File: src/rtl/osc_clk_pkg.sv
`timescale 1ns/1ps
package osc_clk_pkg;

    typedef enum logic [0:0] {
        ST_HOLD = 1'b0,
        ST_RUN  = 1'b1
    } wake_state_t;

    localparam logic [1:0] SRC_RC      = 2'b00;
    localparam logic [1:0] SRC_WDOG    = 2'b01;
    localparam logic [1:0] SRC_XTAL    = 2'b10;
    localparam logic [1:0] SRC_XTAL_HI = 2'b11;

    function automatic logic src_is_crystal(input logic [1:0] code);
        return code[1];
    endfunction

endpackage

File: src/rtl/wake_timer.sv
`timescale 1ns/1ps
module wake_timer
    import osc_clk_pkg::*;
#(
    parameter int HOLD_XTAL = 992,
    parameter int HOLD_INT  = 224
) (
    input  logic       clk,
    input  logic       rst_n,
    input  logic [1:0] src_sel,
    output logic       ready
);
    localparam int HOLD_MAX = (HOLD_XTAL > HOLD_INT) ? HOLD_XTAL : HOLD_INT;
    localparam int CW       = $clog2(HOLD_MAX + 1);
    localparam logic [CW-1:0] LIM_XTAL = CW'(HOLD_XTAL - 1);
    localparam logic [CW-1:0] LIM_INT  = CW'(HOLD_INT - 1);

    wake_state_t   state_q, state_d;
    logic [CW-1:0] cnt_q, cnt_d;
    logic [CW-1:0] limit;

    assign limit = src_is_crystal(src_sel) ? LIM_XTAL : LIM_INT;

    always_ff @(posedge clk or negedge rst_n) begin
        if (!rst_n) begin
            state_q <= ST_HOLD;
            cnt_q   <= '0;
        end else begin
            state_q <= state_d;
            cnt_q   <= cnt_d;
        end
    end

    always_comb begin
        state_d = state_q;
        cnt_d   = cnt_q;
        unique case (state_q)
            ST_HOLD: begin
                if (cnt_q == limit) begin
                    state_d = ST_RUN;
                end else begin
                    cnt_d = cnt_q + CW'(1);
                end
            end
            ST_RUN: begin
                state_d = ST_RUN;
            end
            default: state_d = ST_HOLD;
        endcase
    end

    always_comb begin
        ready = (state_q == ST_RUN);
    end

    p_ready_sticky_r3: assert property (@(posedge clk) disable iff (!rst_n)
        ready |=> ready);

    p_count_bounded_r1: assert property (@(posedge clk) disable iff (!rst_n)
        (state_q == ST_HOLD) |-> (cnt_q <= LIM_XTAL || cnt_q <= LIM_INT));

endmodule

File: src/rtl/ce_divider.sv
`timescale 1ns/1ps
module ce_divider #(
    parameter int DW = 8
) (
    input  logic          clk,
    input  logic          rst_n,
    input  logic          run,
    input  logic          div_we,
    input  logic [DW-1:0] div_wdata,
    output logic          cpu_ce
);
    localparam int CNTW = DW + 1;

    logic [DW-1:0]   ratio_q;
    logic [CNTW-1:0] cnt_q;
    logic            term;

    assign term = run && (cnt_q == '0);

    always_ff @(posedge clk or negedge rst_n) begin
        if (!rst_n) begin
            ratio_q <= '0;
        end else if (div_we) begin
            ratio_q <= div_wdata;
        end
    end

    always_ff @(posedge clk or negedge rst_n) begin
        if (!rst_n) begin
            cnt_q <= '0;
        end else if (term) begin
            if (ratio_q == '0) begin
                cnt_q <= '0;
            end else begin
                cnt_q <= {ratio_q, 1'b0} - CNTW'(1);
            end
        end else if (run) begin
            cnt_q <= cnt_q - CNTW'(1);
        end
    end

    always_comb begin
        cpu_ce = term;
    end

    p_single_pulse_r5: assert property (@(posedge clk) disable iff (!rst_n)
        (cpu_ce && ratio_q != '0) |=> !cpu_ce);

    p_passthrough_r4: assert property (@(posedge clk) disable iff (!rst_n)
        (cpu_ce && ratio_q == '0) |=> cpu_ce);

    p_idle_held_r3: assert property (@(posedge clk) disable iff (!rst_n)
        !run |-> (cnt_q == '0));

endmodule

File: src/rtl/clk_fanout.sv
`timescale 1ns/1ps
module clk_fanout (
    input  logic clk,
    input  logic por_n,
    input  logic rst_n,
    input  logic cpu_ce,
    input  logic cko_we,
    input  logic cko_wdata,
    output logic per_ce,
    output logic clk_out
);
    logic phase_q;
    logic cko_en_q;
    logic clk_out_q;

    always_ff @(posedge clk or negedge por_n) begin
        if (!por_n) begin
            cko_en_q <= 1'b0;
        end else if (cko_we) begin
            cko_en_q <= cko_wdata;
        end
    end

    always_ff @(posedge clk or negedge rst_n) begin
        if (!rst_n) begin
            phase_q   <= 1'b0;
            clk_out_q <= 1'b0;
        end else begin
            if (cpu_ce) begin
                phase_q <= ~phase_q;
            end
            if (!cko_en_q) begin
                clk_out_q <= 1'b0;
            end else if (cpu_ce) begin
                clk_out_q <= ~clk_out_q;
            end
        end
    end

    always_comb begin
        per_ce  = cpu_ce && !phase_q;
        clk_out = clk_out_q;
    end

    p_per_spaced_r7: assert property (@(posedge clk) disable iff (!rst_n)
        per_ce |=> !per_ce);

    p_cko_quiet_r8: assert property (@(posedge clk) disable iff (!rst_n)
        !cko_en_q |=> !clk_out);

    p_cko_hold_r8: assert property (@(posedge clk) disable iff (!rst_n)
        (cko_en_q && !cpu_ce) |=> $stable(clk_out));

endmodule

File: src/rtl/osc_clk_ctrl.sv
`timescale 1ns/1ps
module osc_clk_ctrl #(
    parameter int HOLD_XTAL = 992,
    parameter int HOLD_INT  = 224,
    parameter int DIV_W     = 8
) (
    input  logic             clk_osc,
    input  logic             por_n,
    input  logic             rst_n,
    input  logic [1:0]       src_sel,
    input  logic             div_we,
    input  logic [DIV_W-1:0] div_wdata,
    input  logic             cko_we,
    input  logic             cko_wdata,
    output logic             cpu_ce,
    output logic             per_ce,
    output logic             clk_out,
    output logic             ready
);
    logic rst_all_n;
    logic run;

    assign rst_all_n = rst_n & por_n;

    wake_timer #(
        .HOLD_XTAL (HOLD_XTAL),
        .HOLD_INT  (HOLD_INT)
    ) u_wake (
        .clk     (clk_osc),
        .rst_n   (rst_all_n),
        .src_sel (src_sel),
        .ready   (run)
    );

    ce_divider #(
        .DW (DIV_W)
    ) u_div (
        .clk       (clk_osc),
        .rst_n     (rst_all_n),
        .run       (run),
        .div_we    (div_we),
        .div_wdata (div_wdata),
        .cpu_ce    (cpu_ce)
    );

    clk_fanout u_fan (
        .clk       (clk_osc),
        .por_n     (por_n),
        .rst_n     (rst_all_n),
        .cpu_ce    (cpu_ce),
        .cko_we    (cko_we),
        .cko_wdata (cko_wdata),
        .per_ce    (per_ce),
        .clk_out   (clk_out)
    );

    assign ready = run;

    p_gate_all_r3: assert property (@(posedge clk_osc) disable iff (!rst_all_n)
        !ready |-> (!cpu_ce && !per_ce && !clk_out));

    p_first_ce_r10: assert property (@(posedge clk_osc) disable iff (!rst_all_n)
        $rose(ready) |-> (cpu_ce && per_ce));

endmodule

File: config.mk
export PLATFORM = sky130hd
export DESIGN_NAME = osc_clk_ctrl
export DESIGN_NICKNAME = d
export VERILOG_FILES = /design/src/rtl/osc_clk_pkg.sv /design/src/rtl/wake_timer.sv /design/src/rtl/ce_divider.sv /design/src/rtl/clk_fanout.sv /design/src/rtl/osc_clk_ctrl.sv
export SDC_FILE = /design/constraint.sdc
export NUM_CORES = 1
export LEC_CHECK = 0
export ABC_AREA = 1
export BUFFER_PORTS_ARGS = -buffer_cell sky130_fd_sc_hd__clkbuf_2
export CORE_MARGIN = 1
export CORE_UTILIZATION = 33
export DETAILED_ROUTE_END_ITERATION = 16
export GPL_TIMING_DRIVEN = 0
export PLACE_DENSITY = 0.54
export SLEW_MARGIN = 20
export SYNTH_ARGS = -nofsm -noshare
export SYNTH_HDL_FRONTEND = slang
export SYNTH_HIERARCHICAL = 1
export SYNTH_SLANG_ARGS = --single-unit
export TNS_END_PERCENT = 30
File: constraint.sdc
create_clock -name clk_osc -period 3.5 [get_ports clk_osc]
set_clock_uncertainty 0.2 [all_clocks]
set_input_delay 0.525 -clock clk_osc [delete_from_list [all_inputs] [get_ports clk_osc]]
set_output_delay 0.525 -clock clk_osc [all_outputs]
set_load 0.02 [all_outputs]
# Word-level counts from Yosys, hierarchy flattened

Cells that the tools add are included.

Register bits after elaboration: 31
Output and inout port bits: 4
Bits of input ports: 16

Add/sub/neg operators: 3
Reductions and logical operators: 7
Equal/unequal tests: 2
Multiplexer cells: 8
Bitwise operators: 5

Operators by type and width:

| kind                  | count |
|---|---|
| $mux 9                | 3 |
| $sub 9x1->9 const B   | 2 |
| $add 10x1->10 const B | 1 |
| $eq 10x10->1          | 1 |
| $mux 10               | 1 |
| $logic_not 9->1       | 1 |
| $logic_not 8->1       | 1 |
| $not 1->1             | 4 |
| $mux 1                | 3 |
| $logic_and 1x1->1     | 2 |
| $ne 2x1->1 const B    | 1 |
| $pmux 1 s2            | 1 |
| $reduce_and 2->1      | 1 |
| $reduce_bool 2->1     | 1 |
| $and 1x1->1           | 1 |
| $logic_not 1->1       | 1 |

# Logic depth before layout (Yosys ltp)

Word-level depth: 4
Gate-level depth with buffers: 11

# Hierarchy

Netlist, hierarchy kept.

Modules (own cells, without submodules):

| module       | cells each | area each (um2) | times used | seq. area each (um2) |
|---|---|---|---|---|
| ce_divider   | 150        | 1134.8          | 1          | 425.4 |
| wake_timer   | 97         | 690.7           | 1          | 275.3 |
| clk_fanout   | 16         | 125.1           | 1          | 75.1 |
| osc_clk_ctrl | 2          | 7.5             | 1          | 0.0 |

# Worst setup path before layout

Ideal clock, no wire load.

Kind: reg2out
From: reg u_div.cnt_q[0]
To: out per_ce
Setup slack: 1.216 ns
Arrival time: 1.559 ns
Stages on the path, launching flop included: 11
Buffers on the path: 0
Cells stage by stage: dfrtp_1 > inv_1 > ha_1 > inv_1 > nor2_4 > nand2_4 > nor2_4 > nand2_4 > inv_1 > nand2_1 > inv_1

Longest elaborated chain between the ends: 3

Ends and longest elaborated chain:

| item                     | line               | text |
|---|---|---|
| start: declaration       | ce_divider.sv:15   | `logic [CNTW-1:0] cnt_q;` |
| start signal: assignment | ce_divider.sv:35   | `cnt_q <= {ratio_q, 1'b0} - CNTW'(1);` |
| start signal: assignment | ce_divider.sv:38   | `cnt_q <= cnt_q - CNTW'(1);` |
| $logic_not 9->1          | ce_divider.sv:18   | `assign term = run && (cnt_q == '0);` |
| $logic_and 1x1->1        | ce_divider.sv:18   |  |
| named net cpu_ce         | osc_clk_ctrl.sv:15 | `output logic cpu_ce,` |
| $logic_and 1x1->1        | clk_fanout.sv:41   | `per_ce = cpu_ce && !phase_q;` |
| end: declaration         | osc_clk_ctrl.sv:16 | `output logic per_ce,` |

The timed path passes the listed nets, and every way through them passes these cells.

# Worst setup path after layout

From: reg u_div.cnt_q[0]
To: out per_ce

Longest elaborated chain between the ends: 3

Ends and longest elaborated chain:

| item              | line |
|---|---|
| $logic_not 9->1   | ce_divider.sv:18 |
| $logic_and 1x1->1 | ce_divider.sv:18 |
| $logic_and 1x1->1 | clk_fanout.sv:41 |

Every way passes these cells.

==> results.txt <==
----------------------------------------------------
[Run status]
  Status ... finished clean

[Floorplan]
  I/O Pins ... 20
  Standard-cell rows ... 27
  Placeable core region ... 0.00561 mm^2
  Die outline area ... 0.00625 mm^2
  Die Y ... 79.0 um
  Chip width ... 79.0 um
  Initial Util ... 34.9%

[Timing]
  Final Hold Fails ... 0
  Final clock period utilization by the worst path ... 77.0%
  Final worst slack ... 0.806 ns
  Setup Total Neg Slack ... 0 ns
  Slew Limit Headroom ... 56.8%
  Fmax ... 371 MHz
  RSZ-0062 raised after global routing ... false
  Pins Over Slew Limit ... 0
  Hold slack final ... 0.158 ns
  Setup-violating endpoint count in the final report ... 0
  Slew at the pin closest to its max-slew limit ... 0.647 ns
  Final period demand of the worst path ... 2.69 ns

[Clock network]
  Register clock-pin slew on the reported worst setup and hold paths ... 0.07 ns
  Clock Tree Root ... sky130_fd_sc_hd__clkbuf_8
  Largest buffer count on any clock path ... 2
  TritonCTS clock tree ... yes
  Skew-Pair Late Insertion Delay ... 0.28 ns
  Number of buffers added by the clock tree synthesis step ... 5
  TritonCTS Sinks ... 31
  Number of levels the H-tree was split into ... 2
  Gates resized, CTS repair ... 0

[Setup path]
  Critical path cell sequence ... inv_1 -> ha_1 -> inv_1 -> nor2_4 -> nand2_4 -> nor2_4 -> nand2_4 -> inv_1 -> nand2_1 -> inv_1 -> clkbuf_2
  WP buf/inv ... 5
  Most frequent cell on the critical path ... sky130_fd_sc_hd__inv_1
  Worst-case register-to-register setup slack ... 1.66 ns
  CP startpoint kind ... flop
  Delay of the slowest critical-path stage ... 0.36 ns
  Largest delay share family, worst path ... buffers and inverters
  Slowest cell on the critical path ... sky130_fd_sc_hd__dfrtp_1
  Number of cells on the critical path ... 11
  Worst setup path class ... flop to output pin
  Worst setup EP type ... output pin
  Worst reg2reg path depth ... 11
  Critical path arrival ... 1.97 ns
  Max FO, Critical Path ... 8
  Worst endpoint required time ... 2.77 ns

[Drt]
  Post-detailed-route count of antenna-violating nets ... 0
  Total Wirelength ... 3930 um
  Via density per instance ... 4.51
  1st-pass router iterations ... 5
  Vias ... 1631
  Routed wire per std cell ... 10.9 um
  Iteration-0 DRC Markers ... 80
  DRC violation count after routing ... 0

[Power and ir drop]
  Reported net switching power ... 362 uW
  Internal power ... 659 uW
  Part of the total power dissipated in the clock network ... 25.6%
  Sequential Power Share ... 48.0%
  Pwr Density ... 460 mW/mm^2
  Switching power as a share of total power ... 35.4%
  Gate power share ... 26.4%
  Leakage power total ... 1.19 nW
  Max IR drop VDD ... 185 uV

[Synth]
  Mapped Area ... 0.00196 mm^2
  Gate count of the mapped netlist ... 265
  Distinct cells, synth ... 28
  Average cell area after synthesis ... 7.39 um^2
  Proportion of synthesized chip area in sequential cells ... 39.6%
  Total of flip-flops plus latches after synthesis ... 31
  YS warnings ... 6
  Syn_nets ... 285

[Placement]
  Placed Area ... 0.00214 mm^2
  Post-detail-place hpwl ... 2960 um
  Setup WS pre-CTS ... 1.10 ns
  IO buf count ... 18
  Final RePlAce weighted congestion ... 0.791

[Flow run]
  Max-cap violations ... 0

[Cells and area]
  Most used cells in the layout excluding fill and tap cells ... 86 x sky130_fd_sc_hd__nand2_1, 35 x sky130_fd_sc_hd__inv_1, 31 x sky130_fd_sc_hd__dfrtp_1
  Number of nets in the layout ... 311
  Post-route design area ... 0.00222 mm^2
  Diodes inserted ... 0
  Filler cell count in the final layout ... 624
  Layout cells sized above 1 ... 17.6%
  Area growth from synthesis to final layout ... 13.4%
  Leading cell type in the layout, fill and taps excluded ... sky130_fd_sc_hd__nand2_1

[Worst hold path]
  Worst min-delay path category ... input port to async pin

[Global route]
  Number of antenna violations at the first check in global routing ... 0
  Largest net degree at the start of global routing ... 31
  Vias in the first global route ... 1635
  Remaining global-route overflow ... 0
  Total routing resource utilization after global routing ... 15.0%
  First-pass GRT wire length ... 7170 um

----------------------------------------------------
[per-layer routing]
metal	GRT usage [%]	up-vias	part of all wire (%)
li1	-	878	-
met1	19.8	726	51
met2	23.4	20	44
met3	3.10	7	2.7
met4	7.09	0	2.0
met5	0	-	0
[cells by family (layout without fill, tap and decap cells)]
group / Yosys count / in the layout / share of synthesized area (%)
and+or+nand+nor: 159 / 159 / 39.2
buffers and inverters: 42 / 67 / 8.69
DFF: 31 / 31 / 39.6
AOI/OAI and AO/OA: 20 / 20 / 5.75
xor gates and xnor gates: 8 / 8 / 3.58
adders and majority gates: 4 / 4 / 2.56
muxes: 1 / 1 / 0.575
[path summary, 6_finish.rpt]
| check | from | to |
|---|---|---|
| max in group asynchronous | por_n | u_wake/cnt_q[6] |
| setup reg to reg | u_div/cnt_q[0] | u_fan/phase_q |
| hold / removal | rst_n | u_div/ratio_q[6] |
| setup / recovery | u_div/cnt_q[0] | per_ce |
| min in group clk_osc | div_wdata[6] | u_div/ratio_q[6] |
| hold reg to reg | u_fan/phase_q | u_fan/phase_q |
[synth_stat cells]
library cell | number | area (um^2)
sky130_fd_sc_hd__nand2_4 | 4 | 45.0
sky130_fd_sc_hd__mux2_2 | 1 | 11.3
sky130_fd_sc_hd__inv_1 | 36 | 135
sky130_fd_sc_hd__inv_2 | 3 | 11.3
sky130_fd_sc_hd__xor2_1 | 6 | 52.6
sky130_fd_sc_hd__nor2_4 | 6 | 67.6
sky130_fd_sc_hd__o31ai_1 | 1 | 7.51
sky130_fd_sc_hd__a22oi_1 | 1 | 7.51
sky130_fd_sc_hd__ha_1 | 4 | 50.1
sky130_fd_sc_hd__clkbuf_1 | 1 | 3.75
sky130_fd_sc_hd__nand2_2 | 2 | 12.5
sky130_fd_sc_hd__xnor2_1 | 2 | 17.5
sky130_fd_sc_hd__o21ai_2 | 1 | 8.76
sky130_fd_sc_hd__nor2_8 | 1 | 20.0
sky130_fd_sc_hd__nor2_2 | 4 | 25.0
sky130_fd_sc_hd__a21oi_1 | 3 | 15.0
sky130_fd_sc_hd__o22ai_1 | 1 | 6.26
sky130_fd_sc_hd__nand3b_1 | 1 | 7.51
sky130_fd_sc_hd__nand4_1 | 5 | 31.3
sky130_fd_sc_hd__o211ai_1 | 1 | 7.51
sky130_fd_sc_hd__nor2_1 | 23 | 86.3
sky130_fd_sc_hd__nand3_1 | 24 | 120
sky130_fd_sc_hd__dfrtp_1 | 31 | 776
sky130_fd_sc_hd__nand3_2 | 3 | 30.0
sky130_fd_sc_hd__o21ai_0 | 12 | 60.1
sky130_fd_sc_hd__buf_2 | 1 | 5.00
sky130_fd_sc_hd__nand2_1 | 86 | 323
sky130_fd_sc_hd__buf_8 | 1 | 15.0
[stage by stage]
stage	power (mW)	cells	util (%)
CTS	1.04	362	39.6
global placement	0.764	355	38.1
global route	1.10	362	39.6
detailed placement	0.771	355	38.1
finish	1.02	362	39.6
floorplan	0.708	265	-
[power groups by stage]
stage / Clock [mW] / Combinational [mW] / Sequential [mW]
final: 0.261 / 0.270 / 0.490
after global routing: 0.283 / 0.316 / 0.502
after CTS: 0.271 / 0.275 / 0.491
after detailed placement: 0 / 0.273 / 0.498
after global placement: 0 / 0.268 / 0.496
after floorplan: 0 / 0.224 / 0.483
[worst reg2reg max path, stage by stage, from the launching register on]
cell,delay [ns]
sky130_fd_sc_hd__dfrtp_1,0.36
sky130_fd_sc_hd__inv_1,0.15
sky130_fd_sc_hd__ha_1,0.20
sky130_fd_sc_hd__inv_1,0.08
sky130_fd_sc_hd__nor2_4,0.11
sky130_fd_sc_hd__nand2_4,0.08
sky130_fd_sc_hd__nor2_4,0.14
sky130_fd_sc_hd__nand2_4,0.12
sky130_fd_sc_hd__inv_1,0.15
sky130_fd_sc_hd__inv_1,0.06
sky130_fd_sc_hd__nand2_1,0.06
sky130_fd_sc_hd__nand2_1,0.04
[registers in the layout, indices dropped and copies added, names as in the netlist]
name,count
u_wake/cnt_q,10
u_div/cnt_q,9
u_div/ratio_q,8
u_fan/cko_en_q,1
u_fan/clk_out,1
u_fan/phase_q,1
u_wake/ready,1
[cell type report]
type / instances / area [um^2] / share of cell area [%]
multi-input combinational: 192 / 1010 / 45.6
sequential: 31 / 776 / 34.9
inverter: 39 / 146 / 6.59
timing repair buffer: 19 / 100 / 4.51
tap: 72 / 90.1 / 4.06
clock buffer: 6 / 72.6 / 3.27
buffer: 3 / 23.8 / 1.07
[timing repair]
item / 4_1_cts / 5_1_grt
hold buffers: 1 / 0
setup buffers: 0 / 0
hold endpoints to repair: 1 / 0
Note: power is estimated with default switching activity, not from simulation.
